--- config.mk ---
export PLATFORM = sky130hd
export DESIGN_NAME = sparse_token_readout
export DESIGN_NICKNAME = d
export VERILOG_FILES = /design/src/rtl/srd_pkg.sv /design/src/rtl/srd_flag_gen.sv /design/src/rtl/srd_lowest.sv /design/src/rtl/srd_token_ctl.sv /design/src/rtl/sparse_token_readout.sv
export SDC_FILE = /design/constraint.sdc
export NUM_CORES = 1
export LEC_CHECK = 0
export BUFFER_PORTS_ARGS = -buffer_cell sky130_fd_sc_hd__buf_4
export CORE_MARGIN = 2
export CORE_UTILIZATION = 40
export DETAILED_ROUTE_END_ITERATION = 6
export PLACE_DENSITY = 0.71
export RECOVER_POWER = 100
export SLEW_MARGIN = 20
export SYNTH_ARGS = -nofsm -noshare
export SYNTH_HDL_FRONTEND = slang
export SYNTH_HIERARCHICAL = 1
export SYNTH_SLANG_ARGS = --single-unit
--- constraint.sdc ---
create_clock -name clk -period 7.87 [get_ports clk]
set_input_delay 0.3935 -clock clk [delete_from_list [all_inputs] [get_ports clk]]
set_output_delay 0.3935 -clock clk [all_outputs]
set_load 0.05 [all_outputs]
--- src/rtl/srd_pkg.sv ---
package srd_pkg;

    localparam int unsigned CH_COUNT = 64;
    localparam int unsigned CH_ADDR_W = $clog2(CH_COUNT);

    typedef enum logic {
        RD_IDLE = 1'b0,
        RD_SCAN = 1'b1
    } rd_state_t;

    // one channel's contribution to the flag set
    typedef struct packed {
        logic own;    // peak found on this channel
        logic left;   // lower neighbour triggered
        logic right;  // upper neighbour triggered
        logic off;    // channel masked
    } ch_cause_t;

    function automatic logic cause_flags(input ch_cause_t c, input logic nen);
        return !c.off && (c.own || (nen && (c.left || c.right)));
    endfunction

endpackage

--- src/rtl/srd_flag_gen.sv ---
module srd_flag_gen
    import srd_pkg::*;
#(
    parameter int unsigned NCH = CH_COUNT
) (
    input  logic           clk,
    input  logic           rst,
    input  logic [NCH-1:0] hit_i,
    input  logic [NCH-1:0] peak_i,
    input  logic [NCH-1:0] mask_i,
    input  logic           nbr_en,
    input  logic           nbr_lo_i,
    input  logic           nbr_hi_i,
    input  logic           capture,
    output logic           nbr_lo_o,
    output logic           nbr_hi_o,
    output logic [NCH-1:0] pend_o
);

    logic [NCH-1:0] trig;
    logic [NCH-1:0] set_vec;
    logic [NCH-1:0] pend_q;

    assign trig     = hit_i & ~mask_i;
    assign nbr_lo_o = trig[0];
    assign nbr_hi_o = trig[NCH-1];

    for (genvar g = 0; g < NCH; g++) begin : g_ch
        ch_cause_t cause;
        logic      lo_nb;
        logic      hi_nb;
        if (g == 0) begin : g_bot
            assign lo_nb = nbr_lo_i;
        end else begin : g_lo
            assign lo_nb = trig[g-1];
        end
        if (g == NCH - 1) begin : g_top
            assign hi_nb = nbr_hi_i;
        end else begin : g_hi
            assign hi_nb = trig[g+1];
        end
        assign cause.own   = peak_i[g];
        assign cause.left  = lo_nb;
        assign cause.right = hi_nb;
        assign cause.off   = mask_i[g];
        assign set_vec[g]  = cause_flags(cause, nbr_en);
    end

    // capture hands the pending set to the scanner and restarts collection
    always_ff @(posedge clk) begin
        if (rst) begin
            pend_q <= '0;
        end else if (capture) begin
            pend_q <= set_vec;
        end else begin
            pend_q <= pend_q | set_vec;
        end
    end

    assign pend_o = pend_q;

    // a flag seen at one edge survives unless a capture took it
    AST_FLAG_HELD: assert property (@(posedge clk) disable iff (rst)
        !capture |=> ((pend_q & $past(pend_q)) == $past(pend_q))) else $error("flag lost");

endmodule

--- src/rtl/srd_lowest.sv ---
module srd_lowest #(
    parameter int unsigned N  = 64,
    parameter int unsigned AW = $clog2(N)
) (
    input  logic [N-1:0]  vec,
    output logic          found,
    output logic [AW-1:0] idx
);

    always_comb begin
        idx = '0;
        for (int i = N - 1; i >= 0; i--) begin
            if (vec[i]) idx = AW'(i);
        end
    end

    assign found = |vec;

endmodule

--- src/rtl/srd_token_ctl.sv ---
module srd_token_ctl
    import srd_pkg::*;
#(
    parameter int unsigned NCH = CH_COUNT,
    parameter int unsigned AW  = $clog2(NCH)
) (
    input  logic           clk,
    input  logic           rst,
    input  logic           token_in,
    input  logic [NCH-1:0] pend_i,
    output logic           capture,
    output logic [AW-1:0]  addr_o,
    output logic           addr_valid_o,
    output logic [NCH-1:0] mux_sel_o,
    output logic           token_out_o
);

    rd_state_t      state_q;
    logic [NCH-1:0] active_q;
    logic           found;
    logic [AW-1:0]  pick;
    logic [AW-1:0]  addr_q;
    logic           valid_q;
    logic [NCH-1:0] sel_q;
    logic           tok_q;

    srd_lowest #(.N(NCH), .AW(AW)) u_pick (
        .vec   (active_q),
        .found (found),
        .idx   (pick)
    );

    assign capture = (state_q == RD_IDLE) && token_in;

    always_ff @(posedge clk) begin
        if (rst) begin
            state_q  <= RD_IDLE;
            active_q <= '0;
            addr_q   <= '0;
            valid_q  <= 1'b0;
            sel_q    <= '0;
            tok_q    <= 1'b0;
        end else begin
            valid_q <= 1'b0;
            sel_q   <= '0;
            tok_q   <= 1'b0;
            case (state_q)
                RD_IDLE: begin
                    if (token_in) begin
                        active_q <= pend_i;
                        state_q  <= RD_SCAN;
                    end
                end
                RD_SCAN: begin
                    if (found) begin
                        addr_q         <= pick;
                        valid_q        <= 1'b1;
                        sel_q[pick]    <= 1'b1;
                        active_q[pick] <= 1'b0;
                    end else begin
                        tok_q   <= 1'b1;
                        state_q <= RD_IDLE;
                    end
                end
                default: state_q <= RD_IDLE;
            endcase
        end
    end

    assign addr_o       = addr_q;
    assign addr_valid_o = valid_q;
    assign mux_sel_o    = sel_q;
    assign token_out_o  = tok_q;

    AST_TOKEN_PULSE: assert property (@(posedge clk) disable iff (rst)
        tok_q |=> !tok_q) else $error("token held");
    AST_TOKEN_NO_READ: assert property (@(posedge clk) disable iff (rst)
        tok_q |-> !valid_q) else $error("token with read");
    AST_SEL_MATCH: assert property (@(posedge clk) disable iff (rst)
        valid_q |-> ($countones(sel_q) == 1 && sel_q[addr_q])) else $error("select");
    AST_SEL_QUIET: assert property (@(posedge clk) disable iff (rst)
        !valid_q |-> (sel_q == '0)) else $error("select idle");
    AST_ASCEND: assert property (@(posedge clk) disable iff (rst)
        (valid_q && $past(valid_q)) |-> (addr_q > $past(addr_q))) else $error("order");

endmodule

--- src/rtl/sparse_token_readout.sv ---
module sparse_token_readout
    import srd_pkg::*;
#(
    parameter int unsigned NCH = CH_COUNT,
    localparam int unsigned AW = $clog2(NCH)
) (
    input  logic           clk,
    input  logic           rst,
    input  logic [NCH-1:0] hit_i,
    input  logic [NCH-1:0] peak_i,
    input  logic [NCH-1:0] mask_i,
    input  logic           nbr_en,
    input  logic           nbr_lo_i,
    input  logic           nbr_hi_i,
    input  logic           token_in,
    output logic           nbr_lo_o,
    output logic           nbr_hi_o,
    output logic [AW-1:0]  addr_o,
    output logic           addr_valid_o,
    output logic [NCH-1:0] mux_sel_o,
    output logic           token_out_o
);

    logic           capture;
    logic [NCH-1:0] pend;

    srd_flag_gen #(.NCH(NCH)) u_flags (
        .clk      (clk),
        .rst      (rst),
        .hit_i    (hit_i),
        .peak_i   (peak_i),
        .mask_i   (mask_i),
        .nbr_en   (nbr_en),
        .nbr_lo_i (nbr_lo_i),
        .nbr_hi_i (nbr_hi_i),
        .capture  (capture),
        .nbr_lo_o (nbr_lo_o),
        .nbr_hi_o (nbr_hi_o),
        .pend_o   (pend)
    );

    srd_token_ctl #(.NCH(NCH), .AW(AW)) u_ctl (
        .clk          (clk),
        .rst          (rst),
        .token_in     (token_in),
        .pend_i       (pend),
        .capture      (capture),
        .addr_o       (addr_o),
        .addr_valid_o (addr_valid_o),
        .mux_sel_o    (mux_sel_o),
        .token_out_o  (token_out_o)
    );

    AST_RESET_QUIET: assert property (@(posedge clk)
        $past(rst) |-> (!addr_valid_o && !token_out_o)) else $error("reset state");

endmodule

**Yosys cells after proc, flatten, opt, wreduce, memory -nomap -nowiden**

Index checks and enable logic that the tools add are counted.

- Word-level logic and storage cells: 419
- Input port bits: 198
- Register bits: 201

- Bitwise logic cells: 7
- Muxes and demuxes: 74
- Equality and inequality tests: 2
- Magnitude comparators: 2
- Reduce and logical (&&, ||, !) cells: 327

Operators by type and width:

| kind | count |
|---|---|
| two-way mux 6 bit | 64 |
| two-way mux 64 bit | 3 |
| logical AND 1 bit | 130 |
| bitwise AND 64 bit | 2 |
| logical OR 1 bit | 128 |
| inverter 64 bit | 2 |
| case mux 64 bit (2 select lines) | 1 |
| logical NOT 1 bit | 64 |
| bitwise OR 64 bit | 1 |
| OR reduction 64 bit | 1 |
| less-than comparator 6 x 7 -> 1 bit (second input constant) | 1 |
| demux 1 bit (select 6 bit) | 1 |
| >= comparator 6 x 1 -> 1 bit (second input constant) | 1 |
| two-way mux 1 bit | 4 |
| != test 2 bit (second input constant) | 2 |
| AND reduction 2 bit | 2 |
| OR reduction 3 bit | 1 |
| inverter 1 bit | 2 |
| case mux 1 bit (2 select lines) | 1 |
| OR reduction 2 bit | 1 |

**Depth between registers and ports, before layout**

- Word-level depth: 72
- Gate-level depth with buffers: 11
- Depth with buffers taken out: 8

**Cells and area by module**

The synthesis kept the hierarchy.

Modules (own cells, without submodules):

| module | area an instance (um^2) | sequential area each (um^2) | cells an instance | times used |
|---|---|---|---|---|
| srd_token_ctl | 4773.3 | 2742.6 | 433 | 1 |
| srd_flag_gen | 3953.8 | 1281.2 | 462 | 1 |
| srd_lowest | 887.1 | 0.0 | 145 | 1 |

**Least setup slack after synthesis**

OpenSTA, ideal clock, no wires.

- Path type: register to register
- Start point: register u_ctl.active_q[15]
- End point: register u_ctl.active_q[49]
- Stages on the path, launching flop included: 11
- Buffers on the path: 3
- Setup slack: 5.308 ns
- Arrival: 2.445 ns
- Library setup time: 0.117 ns
- Path through: dfxtp_1 or4_4 nor2b_2 nand3_1 nor4_1 buf_6 and4_1 buf_4 buf_6 nand2_1 a32o_1

- Longest elaborated chain between the ends: 24
- Elaborated cells between the ends (all ways): 28
- Those cells by class: order compare (2); eq/ne (1); mux (20); bitwise (2); reduce/logical (3)

RTL lines:

| element | RTL line | source |
|---|---|---|
| start, declared | srd_token_ctl.sv:19 | `logic [NCH-1:0] active_q;` |
| start signal, assigned | srd_token_ctl.sv:50 | `active_q <= pend_i;` |
| two-way mux 6 bit (*) (16 in series) | srd_lowest.sv:13 | `if (vec[i]) idx = AW'(i);` |
| via u_ctl.pick[5] | srd_token_ctl.sv:21 | `logic [AW-1:0] pick;` |
| less-than comparator 6 x 7 -> 1 bit (implied by the code) or >= comparator 6 x 1 -> 1 bit (tied branches) | srd_token_ctl.sv:59 | `active_q[pick] <= 1'b0;` |
| logical AND 1 bit (implied by the code) | srd_token_ctl.sv:59 |  |
| two-way mux 1 bit (implied by the code) | srd_token_ctl.sv:59 |  |
| demux 1 bit (select 6 bit) (*) | - |  |
| inverter 64 bit (no line) (*) | - |  |
| bitwise AND 64 bit (no line) (*) | - |  |
| two-way mux 64 bit (*) | srd_token_ctl.sv:55 | `if (found) begin` |
| case mux 64 bit (2 select lines) (*) | srd_token_ctl.sv:47 | `case (state_q)` |

Mark *: on every way through the listed nets, which the timed path passes. The rest lies on a longest branch. The select of a mux whose other input is x is not followed.
A chain may end at the register's enable or synchronous reset.

**Worst setup path in the final report**

- Start point: register u_ctl.active_q[27]
- End point: register u_ctl.active_q[37]

- Longest elaborated chain between the ends: 36
- Elaborated cells between the ends (all ways): 40
- Those cells by class: order compare (2); eq/ne (1); mux (32); bitwise (2); reduce/logical (3)

RTL lines:

| element | RTL line |
|---|---|
| two-way mux 6 bit (*) (28 in series) | srd_lowest.sv:13 |
| via u_ctl.pick[2] | srd_token_ctl.sv:21 |
| less-than comparator 6 x 7 -> 1 bit (implied by the code) or >= comparator 6 x 1 -> 1 bit (tied branches) | srd_token_ctl.sv:59 |
| logical AND 1 bit (implied by the code) | srd_token_ctl.sv:59 |
| two-way mux 1 bit (implied by the code) | srd_token_ctl.sv:59 |
| demux 1 bit (select 6 bit) (*) | - |
| inverter 64 bit (no line) (*) | - |
| bitwise AND 64 bit (no line) (*) | - |
| two-way mux 64 bit (*) | srd_token_ctl.sv:55 |
| case mux 64 bit (2 select lines) (*) | srd_token_ctl.sv:47 |

Marks and branches as above.

==> summary.txt <==
Global route
  • Vias in the first global route: 8155
  • First-pass GRT wire length: 43100 microns
  • Global route overflow: 0
  • Largest net degree at the start of global routing: 69
  • GRT Overall Usage: 20.3%
  • Initial antenna violation count: 0

Pwr
  • Tot Pwr: 0.00284 W
  • Pint: 0.00203 W
  • Sw Share: 28.5%
  • Peak supply drop: 0.000164 V
  • Combinational group share of total power: 21.1%
  • Clk pwr share: 39.3%
  • P_sw: 0.000811 W
  • Sequential share of power: 39.6%
  • Leakage: 4.60 nW
  • Pwr per Cell Area: 237 mW/mm^2

Clock tree
  • # Post-CTS Setup Buffers: 0
  • Clock transition at the registers of the reported paths: 60 ps
  • H-tree levels: 1
  • PostCTS Resize Cnt: 0
  • Clock Sinks: 201
  • Hold buffer count at CTS: 0
  • Root Buffer: clkbuf_16
  • Num CTS Buffers: 22
  • Clk_lat worst skew: 500 ps
  • CTS tree: built
  • Clk buf depth: 3

Timing
  • Final setup viols: 0
  • RSZ-0062 raised after global routing: no
  • Final min period: 4840 ps
  • Max Fclk: 0.206 GHz
  • Slew Viols, Final: 83
  • Setup TNS: 0 ps
  • Period utilisation layout: 61.5%
  • Post-layout worst setup margin: 3030 ps
  • Hold Vio Cnt, Final: 0
  • Worst Skew: 7.24 ps
  • Worst-margin pin slew: 3430 ps
  • Slew margin rel.: -129%

Die
  • DIE AREA: 0.0253 sq mm
  • Io pins: 272
  • Die Ht: 159 microns
  • Die Width: 159 microns
  • Initial Utilization: 40.8%
  • Row cnt: 56
  • Core footprint: 0.0235 sq mm

Drt
  • DR WL/cell: 16.7 microns
  • DRT iter0 DRCs: 595
  • # DRC: 0
  • Post-DRT Antenna Nets: 0
  • Vias post-DR: 8573
  • First-pass iteration count of the detailed router: 5
  • Vias per cell: 5.31
  • DRT Wirelength: 27000 microns

Finish
  • Finished Layout Cells: 1614
  • Commonest non-fill, non-tap cell in the layout: dfxtp_1
  • Finished Cell Area: 0.0120 sq mm
  • Commonest cells after routing, fill and taps aside: dfxtp_1, buf_4, nand2_1, nor2_1, clkbuf_1
  • Final net count: 1478
  • ANT cells: 0
  • Layout cells sized above 1: 23.6%
  • Area Overhead vs Synth: 24.9%

Critical path
  • CP Class: flop to flop
  • Crit end category: flop
  • Worst Path Required: 8260 ps
  • Crit-path slowest cell: a21boi_0
  • CP max FO: 19
  • Worst R2R Path Depth: 8
  • Critical path startpoint category: flop
  • CP cell instances: nor4_1 > o21ai_0 > a21boi_0 > o211ai_1 > a21boi_0 > nor4b_1 > nand2_1 > a32o_1
  • Crit-path most repeated cell: a21boi_0
  • Crit path DAT: 5230 ps
  • Internal reg-to-reg setup slack: 3030 ps
  • Slowest stage delay, CP: 1890 ps

Logic synthesis
  • Largest cells by area after synthesis: dfxtp_1, a32o_1, nor3b_2, nand2_1, nor2b_1
  • Share of the synthesized area in the top cell type: 41.9%
  • Synthesized flop and latch total: 201
  • Top_reg_cell synth: dfxtp_1
  • Gate Count Post-Synth: 1040
  • Net count after synthesis: 1238
  • Post-synth EDFFs: 0
  • Sequential area share after synthesis: 41.9%
  • Synth area leader: dfxtp_1
  • Post-synth cell types: 69
  • Yosys warnings: 6
  • Mapped cell area: 0.00961 sq mm
  • Synthesized area per cell: 9.24 sq um
  • Async SR Flop Fraction: 0%

Outcome
  • Failing checks: max-capacitance violations, max-slew violations
  • Status: complete, but fails checks

Placed design
  • Placed Cells incl. Taps: 1575
  • Placed cell area: 0.0117 sq mm
  • GPL Wtd Cong: 0.905
  • Place WS: 4480 ps
  • Port bufs: 271
  • Final HPWL DP: 20300 microns

Min path
  • WHS Path Cells: 2
  • Worst Hold Class: primary input to flop

Flow run
  • Max-cap viol count: 2
layout make-up:
cell class                      instances  area (sq um)
Inverter                               18          67.6
Multi-Input combinational cell        761          4930
Tap cell                              319           399
Fill cell                            2340         11500
Clock inverter                          7           160
Timing Repair Buffer                  276          1790
Sequential cell                       201          4020
Clock buffer                           32           629
through the flow:
stage | hold WS [ps] | utilization (%)
2_1_floorplan | 438 | -
3_3_place_gp | 454 | 49.4
3_5_place_dp | 453 | 49.5
4_1_cts | 101 | 52.9
5_1_grt | 103 | 51.0
6_report | 110 | 51.0
Yosys cell counts, types with 3 or more instances:
master and n:
nor3_1 12, nand2_4 3, nor2b_1 77, nor4_4 3, o21bai_1 3, buf_2 20
dfxtp_1 201, nor3b_2 46, o21ai_0 8, o21ai_1 49, and4b_2 5, o31ai_1 3
o32ai_2 10, a21oi_1 75, o21a_1 3, buf_6 22, nand2b_1 4, nor3b_1 55
a22oi_1 6, nor4b_4 5, inv_1 16, and4bb_2 7, nand3_1 8, o211ai_1 4
or3_1 4, nor2_1 100, nand3b_1 4, a32o_1 64, buf_4 8, o32ai_1 4
nand2_1 139, clkbuf_1 7, or4_1 3, nor4_1 16
worst paths after layout:
check | start | end
worst min register to register | u_ctl/addr_o[0]$_SDFFE_PP0P_ | u_ctl/addr_o[0]$_SDFFE_PP0P_
worst max register to register | u_ctl/active_q[27]$_SDFFE_PP0P_ | u_ctl/active_q[37]$_SDFFE_PP0P_
worst max-delay path | u_ctl/active_q[27]$_SDFFE_PP0P_ | u_ctl/active_q[37]$_SDFFE_PP0P_
worst min-delay path | mask_i[0] | u_flags/pend_o[0]$_SDFF_PP0_
per-layer routing:
metal  GRT usage [%]  routed length (microns)
met1            27.2                    12100
met2            34.9                    12800
met3            2.74                     1490
met4            4.63                      588
met5               0                        0
logic make-up (layout without fill, tap and decap cells):
kind of cell	after synthesis	in the layout	synth area share [%]
and+or+nand+nor	515	515	34.0
buffers and inverters	78	333	5.64
AOI/OAI and AO/OA	246	246	18.5
DFF	201	201	41.9
power by group through the flow:
stage	Clock, W	Sequential, W	Combinational [W]
3_3_place_gp	0	0.00115	0.000615
4_1_cts	0.00114	0.00113	0.000627
5_1_grt	0.00118	0.00113	0.000651
2_1_floorplan	0	0.00115	0.000442
3_5_place_dp	0	0.00115	0.000624
6_report	0.00112	0.00113	0.000600
worst max-delay path, delay by kind of cell (launching register included):
kind               cells  cell delay [ps]
AOI/OAI and AO/OA      5             2700
and+or+nand+nor        3             1690
DFF                    1              350
registers in the layout, summed over array words and instances (netlist names):
signal,cells
u_ctl/addr_valid_o,1
u_ctl/state_q,1
u_ctl/addr_o,6
u_ctl/token_out_o,1
u_ctl/active_q,64
u_ctl/mux_sel_o,64
u_flags/pend_o,64
(Power assumes the default switching activity.)
